<file path="src/rtl/cdr_pkg.sv">
`timescale 1ns/1ps
package cdr_pkg;

    // Phase-detector verdict for one bit interval
    typedef enum logic [1:0] {
        VOTE_NONE  = 2'b00,
        VOTE_EARLY = 2'b01,
        VOTE_LATE  = 2'b10
    } vote_e;

    // Filtered command towards the phase register
    typedef enum logic [1:0] {
        STEP_HOLD = 2'b00,
        STEP_UP   = 2'b01,
        STEP_DOWN = 2'b10
    } step_e;

    // One interval worth of slicer samples
    typedef struct packed {
        logic vld;
        logic data;
        logic edg;
    } smp_t;

    // Early/late decision from two centre samples and the boundary sample between them
    function automatic vote_e pd_vote(input logic prev, input logic cur, input logic edg);
        if (prev == cur)
            return VOTE_NONE;
        else if (edg == cur)
            return VOTE_LATE;
        else
            return VOTE_EARLY;
    endfunction

    // Map the sign of a window sum onto a step command
    function automatic step_e step_from_sign(input logic negative, input logic zero);
        if (zero)
            return STEP_HOLD;
        else if (negative)
            return STEP_DOWN;
        else
            return STEP_UP;
    endfunction

endpackage

</file>
<file path="src/rtl/cdr_edge_vote.sv">
`timescale 1ns/1ps
module cdr_edge_vote
    import cdr_pkg::*;
(
    input  logic  clk,
    input  logic  rst,
    input  smp_t  smp,
    output vote_e vote,
    output logic  rx_data,
    output logic  rx_valid
);

    logic prev_q;
    logic have_prev_q;
    logic rx_valid_q;

    // Previous centre sample doubles as the recovered bit register
    always_ff @(posedge clk) begin
        if (rst) begin
            prev_q      <= 1'b0;
            have_prev_q <= 1'b0;
            rx_valid_q  <= 1'b0;
        end else begin
            rx_valid_q <= smp.vld;
            if (smp.vld) begin
                prev_q      <= smp.data;
                have_prev_q <= 1'b1;
            end
        end
    end

    always_comb begin
        if (smp.vld && have_prev_q)
            vote = pd_vote(prev_q, smp.data, smp.edg);
        else
            vote = VOTE_NONE;
    end

    assign rx_data  = prev_q;
    assign rx_valid = rx_valid_q;


    rx_pipe_chk: assert property (@(posedge clk) disable iff (rst)
        smp.vld |=> (rx_valid && rx_data == $past(smp.data)));


    rx_idle_chk: assert property (@(posedge clk) disable iff (rst)
        !smp.vld |=> !rx_valid);

endmodule

</file>
<file path="src/rtl/cdr_vote_filter.sv">
`timescale 1ns/1ps
module cdr_vote_filter
    import cdr_pkg::*;
#(
    parameter int WIN_LEN = 4
) (
    input  logic  clk,
    input  logic  rst,
    input  logic  smp_vld,
    input  vote_e vote,
    output step_e step
);

    localparam int CNT_W = (WIN_LEN > 2) ? $clog2(WIN_LEN) : 1;
    localparam int ACC_W = $clog2(WIN_LEN + 1) + 1;
    localparam logic [CNT_W-1:0] LAST = CNT_W'(WIN_LEN - 1);

    logic [CNT_W-1:0]        cnt_q;
    logic signed [ACC_W-1:0] acc_q;
    logic signed [ACC_W-1:0] vinc;
    logic signed [ACC_W-1:0] sum_nxt;
    step_e                   step_q;

    always_comb begin
        case (vote)
            VOTE_EARLY: vinc = ACC_W'(1);
            VOTE_LATE:  vinc = -ACC_W'(1);
            default:    vinc = '0;
        endcase
        sum_nxt = acc_q + vinc;
    end

    always_ff @(posedge clk) begin
        if (rst) begin
            cnt_q  <= '0;
            acc_q  <= '0;
            step_q <= STEP_HOLD;
        end else begin
            step_q <= STEP_HOLD;
            if (smp_vld) begin
                if (cnt_q == LAST) begin
                    step_q <= step_from_sign(sum_nxt[ACC_W-1], sum_nxt == '0);
                    acc_q  <= '0;
                    cnt_q  <= '0;
                end else begin
                    acc_q <= sum_nxt;
                    cnt_q <= cnt_q + 1'b1;
                end
            end
        end
    end

    assign step = step_q;

    int acc_abs;
    always_comb acc_abs = (acc_q < 0) ? -int'(acc_q) : int'(acc_q);


    acc_bound_chk: assert property (@(posedge clk) disable iff (rst)
        acc_abs <= int'(cnt_q));


    step_only_at_close_chk: assert property (@(posedge clk) disable iff (rst)
        !(smp_vld && cnt_q == LAST) |=> step_q == STEP_HOLD);

endmodule

</file>
<file path="src/rtl/cdr_phase_reg.sv">
`timescale 1ns/1ps
module cdr_phase_reg
    import cdr_pkg::*;
#(
    parameter int PHASE_W = 8
) (
    input  logic               clk,
    input  logic               rst,
    input  logic [PHASE_W-1:0] init_phase,
    input  step_e              step,
    output logic [PHASE_W-1:0] phase
);

    logic [PHASE_W-1:0] phase_q;

    // Modulo arithmetic gives continuous rotation
    always_ff @(posedge clk) begin
        if (rst)
            phase_q <= init_phase;
        else begin
            case (step)
                STEP_UP:   phase_q <= phase_q + 1'b1;
                STEP_DOWN: phase_q <= phase_q - 1'b1;
                default:   phase_q <= phase_q;
            endcase
        end
    end

    assign phase = phase_q;


    step_up_chk: assert property (@(posedge clk) disable iff (rst)
        step == STEP_UP |=> phase_q == PHASE_W'($past(phase_q) + 1'b1));


    step_down_chk: assert property (@(posedge clk) disable iff (rst)
        step == STEP_DOWN |=> phase_q == PHASE_W'($past(phase_q) - 1'b1));


    hold_stable_chk: assert property (@(posedge clk) disable iff (rst)
        step == STEP_HOLD |=> $stable(phase_q));

endmodule

</file>
<file path="src/rtl/cdr_bb_loop.sv">
`timescale 1ns/1ps
module cdr_bb_loop
    import cdr_pkg::*;
#(
    parameter int PHASE_W = 8,
    parameter int WIN_LEN = 4
) (
    input  logic               clk,
    input  logic               rst,
    input  logic [PHASE_W-1:0] init_phase,
    input  logic               smp_valid,
    input  logic               data_smp,
    input  logic               edge_smp,
    output logic [PHASE_W-1:0] phase_code,
    output logic               rx_data,
    output logic               rx_valid
);

    smp_t  smp;
    vote_e vote;
    step_e step;

    always_comb begin
        smp.vld  = smp_valid;
        smp.data = data_smp;
        smp.edg  = edge_smp;
    end

    cdr_edge_vote i_vote (
        .clk      (clk),
        .rst      (rst),
        .smp      (smp),
        .vote     (vote),
        .rx_data  (rx_data),
        .rx_valid (rx_valid)
    );

    cdr_vote_filter #(.WIN_LEN(WIN_LEN)) i_filt (
        .clk     (clk),
        .rst     (rst),
        .smp_vld (smp_valid),
        .vote    (vote),
        .step    (step)
    );

    cdr_phase_reg #(.PHASE_W(PHASE_W)) i_phase (
        .clk        (clk),
        .rst        (rst),
        .init_phase (init_phase),
        .step       (step),
        .phase      (phase_code)
    );


    no_vote_flat_chk: assert property (@(posedge clk) disable iff (rst)
        (smp_valid && data_smp == rx_data) |-> vote == VOTE_NONE);

endmodule

</file>
<file path="config.mk">
export PLATFORM = sky130hd
export DESIGN_NAME = cdr_bb_loop
export DESIGN_NICKNAME = d
export VERILOG_FILES = /design/src/rtl/cdr_pkg.sv /design/src/rtl/cdr_edge_vote.sv /design/src/rtl/cdr_vote_filter.sv /design/src/rtl/cdr_phase_reg.sv /design/src/rtl/cdr_bb_loop.sv
export SDC_FILE = /design/constraint.sdc
export NUM_CORES = 1
export LEC_CHECK = 0
export ABC_AREA = 1
export BUFFER_PORTS_ARGS = -buffer_cell sky130_fd_sc_hd__buf_2
export CAP_MARGIN = 30
export CELL_PAD_IN_SITES_DETAIL_PLACEMENT = 1
export CELL_PAD_IN_SITES_GLOBAL_PLACEMENT = 1
export CORE_ASPECT_RATIO = 1.25
export CORE_MARGIN = 2
export CORE_UTILIZATION = 42
export DETAILED_ROUTE_END_ITERATION = 10
export PLACE_DENSITY_LB_ADDON = 0.05
export SLEW_MARGIN = 20
export SYNTH_ARGS = -nofsm -noshare
export SYNTH_HDL_FRONTEND = slang
export SYNTH_SLANG_ARGS = --single-unit
</file>
<file path="constraint.sdc">
create_clock -name clk -period 6.01 [get_ports clk]
set_input_delay 0.3005 -clock clk [delete_from_list [all_inputs] [get_ports clk]]
set_output_delay 0.3005 -clock clk [all_outputs]
set_load 0.005 [all_outputs]
</file>
==> results of run 1 <==
-- cells by family after synthesis --
family	count (synthesis)	share of synthesized area, %
and+or+nand+nor	82	27.8
buffers and inverters	31	9.52
AOI/OAI and AO/OA	23	10.2
DFF	19	36.9
adders and majority gates	13	14.2
xor gates and xnor gates	2	1.40
-- layer usage --
layer / vias up / routed length, um / track usage (%)
met4: 0 / 23 / 8.65
met3: 2 / 60 / 3.00
met5: - / 0 / 0
met2: 15 / 1760 / 41.9
li1: 595 / - / -
met1: 551 / 1260 / 21.7
-- worst paths after layout --
path,to,slack [ns],cells past startpoint
min,i_filt.cnt_q[0]$_SDFFE_PP0P_,0.28,2
max reg2reg,i_filt.step[0]$_SDFF_PP0_,3.82,13
min reg2reg,i_filt.acc_q[0]$_SDFFE_PP0P_,0.49,2
max,i_filt.step[0]$_SDFF_PP0_,3.82,13
-- worst reg2reg max path, stage by stage (launching register included) --
cell      delay (ns)
dfxtp_1         0.37
a211oi_2        0.22
o21ai_1         0.10
nor2_1          0.11
ha_1            0.23
inv_1           0.06
ha_1            0.16
inv_1           0.06
fa_1            0.37
xnor2_1         0.21
nor2_1          0.07
nand2_1         0.06
nand4_1         0.08
inv_1           0.06
-- sequential cells by signal, summed over array words and instances, names as in the netlist --
register and count:
i_filt.acc_q 4, i_filt.cnt_q 2, i_filt.step 2, i_phase.phase 8, i_vote.have_prev_q 1, i_vote.rx_data 1, i_vote.rx_valid 1
-- cell type report --
class	count	area, um^2	share of cell area, %
clock buffer	4	26.3	1.84
inverter	29	109	7.62
multi-input combinational	120	669	46.9
sequential	19	460	32.3
tap	36	45.0	3.16
timing repair buffer	23	118	8.24
-- synthesized netlist by cell type --
master / number / area [um^2]
nand2_1: 50 / 188
inv_1: 28 / 105
nor2_1: 14 / 52.6
a21oi_1: 11 / 55.1
dfxtp_1: 11 / 220
ha_1: 11 / 138
nand3_1: 11 / 55.1
edfxtp_1: 8 / 240
o21ai_0: 8 / 40.0
nand4_1: 3 / 18.8
buf_2: 2 / 10.0
fa_1: 2 / 40.0
a211oi_1: 1 / 7.51
a211oi_2: 1 / 12.5
and3_2: 1 / 7.51
inv_2: 1 / 3.75
nand3b_1: 1 / 7.51
nor2_4: 1 / 11.3
o211ai_1: 1 / 7.51
o21ai_1: 1 / 5.00
or2_2: 1 / 6.26
xnor2_1: 1 / 8.76
xor2_1: 1 / 8.76
-- per-stage QoR --
| step | total power [mW] | cell area (um^2) | cells |
|---|---|---|---|
| after floorplan | 0.183 | 1250 | 170 |
| after global placement | 0.200 | 1400 | 227 |
| after detailed placement | 0.204 | 1400 | 227 |
| after CTS | 0.269 | 1430 | 231 |
| after global routing | 0.283 | 1430 | 231 |
| final | 0.264 | 1430 | 231 |
-- power groups by stage --
stage / clock (mW) / sequential, mW / combinational [mW]
global route: 0.0738 / 0.150 / 0.0600
floorplan: 0 / 0.151 / 0.0320
finish: 0.0646 / 0.149 / 0.0512
detailed placement: 0 / 0.152 / 0.0520
CTS: 0.0682 / 0.149 / 0.0522
global placement: 0 / 0.151 / 0.0490
==> results.toml, run 1 <==
[run_status]
status = "finished clean"

[placed_design]
dp_hpwl_um = 2580
place_congestion = 0.751
place_ws_ns = 3.60
port-buffer-count = 22

[worst_setup_path]
cp_max_fo = 5
cp.arrival_ns = 2.44
required_ns = 6.26
reg2reg_from = "i_vote.rx_data$_SDFFE_PP0P_"
critPathMostFrequentCell = "inv_1"
path_buf_inv = 3
slowest_stage = "dfxtp_1"
cp_cell_sequence = "a211oi_2 > o21ai_1 > nor2_1 > ha_1 > inv_1 > ha_1 > inv_1 > fa_1 > xnor2_1 > nor2_1 > nand2_1 > nand4_1 > inv_1"
worstSetupEndpointType = "register"
critPathLaunchType = "register"
slowest_delay_ns = 0.37
startpoint = "i_vote.rx_data$_SDFFE_PP0P_"
criticalPathCategory = "register to register"
critPathTopFamily = "adder cells"

[timing]
fin_skew_ns = 0.00211
finalCritPeriodShare_pct = 36.5
tightest_slew_ns = 0.552
whs_ns = 0.277
grt_setup_unrepaired = "false"
finalHoldViolations = 0
setup_viol = 0
setup_ws_ns = 3.82
slew_violations = 0
tns_ns = 0
max_slew_margin_pct = 62.8
layout_min_cycle_time_ns = 2.19
fmax_ghz = 0.456

[synth]
synth_nets = 196
ys.warnings.count = 0
ys_seq_area_share_pct = 36.9
synth_seq_cells = 19
mappedNetlistArea_mm2 = 0.00125
ys_types = 23
avgSynthCellArea_um2 = 7.35
synth_cells = 170

[cts]
clock_sinks = 19
clockBufferDepth = 2
path_clk_slew_ns = 0.11
cts_buffers = 3
cts_tree = "yes"
htree_levels = 1
cts_hold_buf = 0
cts_root_buf = "clkbuf_4"
insertion_delay_ns = 0.29
post_cts_resized = 0
cts_post_setup_buffers_inserted = 0

[min_path]
worstHoldStart = "smp_valid"
hold_path_class = "primary input to register"

[finish]
mostFrequentLayoutCell = "nand2_1"
area_growth_pct = 14.3
mostFrequentLayoutCells = "50 x nand2_1, 28 x inv_1, 22 x buf_2"
drive_gt1_share_pct = 15.9
fin_util_pct = 49.4
fillCellCount = 392
final_nets = 222
diodes = 0

[drt]
drt-pass1-iter-count = 4
routed_wl_um = 3100
drtIter0Drc = 15
route.detailed.drc = 0
num_vias = 1163
post_drt_wl_per_cell_um = 13.4
postRouteAntennaNets = 0
vias_per_cell = 5.03

[job]
maxCapViolations = 0

[power_and_ir_drop]
seq_power_share_pct = 56.2
power_frac_clock_pct = 24.4
p_per_area_mw_per_mm2 = 185
pwr-share-comb_pct = 19.4
net-switching-power_uw = 74.6
p_int_uw = 190
power.share.switching_pct = 28.2
p_leak_nw = 0.769
peakVddDrop_v = 0.0000879

[global_routing]
grt_pass1_wl_um = 5380
grt_max_degree = 21
grt-ovfl-total = 0
grtUsageTotal_pct = 21.5
grt_antenna_before_repair = 0
grt_pass1_vias = 1285

[floorplanning]
design.core.area_mm2 = 0.00289
die_y_um = 65.0
rows = 22
io_pins = 23
die_x_um = 52.8
start_util_pct = 43.2
dieArea_mm2 = 0.00343
(Power assumes the default switching activity.)
==> run 2: changes to the inputs <==
CORE_UTILIZATION = 39   (was 42)
clock period = 2.3 ns   (was 6.01 ns; I/O delays follow)
==> run 2 against run 1 <==
Via count rose by 0.34%. First-iteration DRC count rose by 33%. Sequential share of layout area barely moved. Final cell count fell by 0.43%. Global-route usage fell by 2.0 points. Register-to-register slack got worse by 3.7 ns. Clock power rose to 2.7 times the previous value. Clock skew rose by 0.0089 ns. Combinational power rose to 2.6 times the previous value. Fmax fell by 0.95%. Critical endpoint unchanged. Non-clock buffer count fell by 1.
==> results.toml, run 2 (synthesis gave the netlist of run 1 again) <==
[run_status]
status = "finished clean"

[global_routing]
grt-ovfl-total = 0
grt_pass1_wl_um = 5120
met1_usage_pct = 18.9
grt_max_degree = 21
grt_pass1_vias = 1279
grtUsageTotal_pct = 19.5
use_met2_pct = 38.8
grt_antenna_before_repair = 0
busiest_layer = "met2"
met3_usage_pct = 2.65

[power_and_ir_drop]
seq_power_share_pct = 55.8
p_leak_nw = 0.764
pwr-share-comb_pct = 19.3
p_int_uw = 493
peakVddDrop_v = 0.000315
power_frac_clock_pct = 24.9
net-switching-power_uw = 203
total_power_uw = 696
p_per_area_mw_per_mm2 = 483
power.share.switching_pct = 29.1

[finish]
final_area_mm2 = 0.00144
mostFrequentLayoutCell = "nand2_1"
final_nets = 221
diodes = 0
largest_reg_flops = 8
drive_gt1_share_pct = 18.6
mostFrequentLayoutCells = "50 x nand2_1, 26 x inv_1, 22 x buf_2"
area_growth_pct = 15.2

[worst_setup_path]
cp_max_fo = 5
criticalPathCategory = "register to register"
required_ns = 2.51
critPathLaunchType = "register"
cp.arrival_ns = 2.42
slowest_stage = "dfxtp_4"
cp_cell_sequence = "a211oi_4 > o21ai_1 > nor2_1 > ha_1 > inv_1 > ha_2 > inv_2 > fa_1 > xnor2_1 > nor2_1 > nand2_1 > nand4_1 > inv_1"
worstSetupEndpointType = "register"
slowest_delay_ns = 0.39

[floorplanning]
rows = 22
io_pins = 23
dieArea_mm2 = 0.00367
die_x_um = 54.6
design.core.area_mm2 = 0.00300
die_y_um = 67.3
start_util_pct = 41.6

[drt]
postRouteAntennaNets = 0
num_vias = 1167
route.detailed.drc = 0
vias_per_cell = 5.07
routed_wl_um = 3040
post_drt_wl_per_cell_um = 13.2
drt-pass1-iter-count = 4
drtIter0Drc = 20

[cts]
cts_hold_buf = 0
insertion_delay_ns = 0.30
clock_sinks = 19
clockBufferDepth = 2
cts_tree = "yes"
cts_post_setup_buffers_inserted = 0
post_cts_resized = 0
cts_buffers = 3
htree_levels = 1
cts_root_buf = "clkbuf_4"
path_clk_slew_ns = 0.12

[placed_design]
dp_hpwl_um = 2480
place_congestion = 0.729
place_area_mm2 = 0.00139
port-buffer-count = 22

[timing]
finalHoldViolations = 0
max_slew_margin_pct = 46.5
fmax_ghz = 0.452
slew_violations = 0
fin_skew_ns = 0.0111
tightest_slew_ns = 0.798
grt_setup_unrepaired = "true"
layout_min_cycle_time_ns = 2.21
finalCritPeriodShare_pct = 96.2
setup_viol = 0
tns_ns = 0

[min_path]
hold_path_class = "primary input to register"

[job]
maxCapViolations = 0
-- run 2: layout make-up --
type	count	area, um^2
tap	36	45.0
fill	400	1560
inverter	29	109
sequential	19	464
timing repair buffer	22	110
multi-input combinational	120	683
clock buffer	3	22.5
clock inverter	1	5.00
-- run 2: stage by stage --
step           cells  utilization [%]  hold WS (ns)  worst slack [ns]
3_5_place_dp     226             46.5         0.389             0.108
6_report         230             48.0        0.0729            0.0871
3_3_place_gp     226             46.5         0.382             0.203
2_1_floorplan    170                -         0.210             0.301
5_1_grt          230             48.0        0.0512           -0.0604
4_1_cts          230             47.4        0.0528             0.122
-- run 2: worst max-delay path, delay by kind of cell (launching register included) --
family | cells | cell delay, ns
adders and majority gates | 3 | 0.78
DFF | 1 | 0.39
AOI/OAI and AO/OA | 2 | 0.35
and+or+nand+nor | 4 | 0.31
xor gates and xnor gates | 1 | 0.15
buffers and inverters | 3 | 0.14
-- run 2: power groups by stage --
stage	Clock [mW]	Sequential, mW	Combinational [mW]
2_1_floorplan	0	0.395	0.0836
3_3_place_gp	0	0.395	0.127
3_5_place_dp	0	0.396	0.133
4_1_cts	0.188	0.388	0.134
5_1_grt	0.209	0.391	0.157
6_report	0.173	0.388	0.134
-- run 2: path summary, 6_finish.rpt --
path | startpoint | endpoint | slack, ns | cells past startpoint
max | i_vote.rx_data$_SDFFE_PP0P_ | i_filt.step[0]$_SDFF_PP0_ | 0.09 | 13
min | init_phase[6] | i_phase.phase[6]$_DFFE_PP_ | 0.07 | 3
max reg2reg | i_vote.rx_data$_SDFFE_PP0P_ | i_filt.step[0]$_SDFF_PP0_ | 0.09 | 13
min reg2reg | i_filt.acc_q[0]$_SDFFE_PP0P_ | i_filt.acc_q[0]$_SDFFE_PP0P_ | 0.50 | 2
-- run 2: layer usage --
| layer | vias up | part of all wire [%] |
|---|---|---|
| li1 | 597 | - |
| met1 | 549 | 38 |
| met2 | 14 | 57 |
| met3 | 7 | 1.8 |
| met4 | 0 | 2.3 |
| met5 | - | 0 |
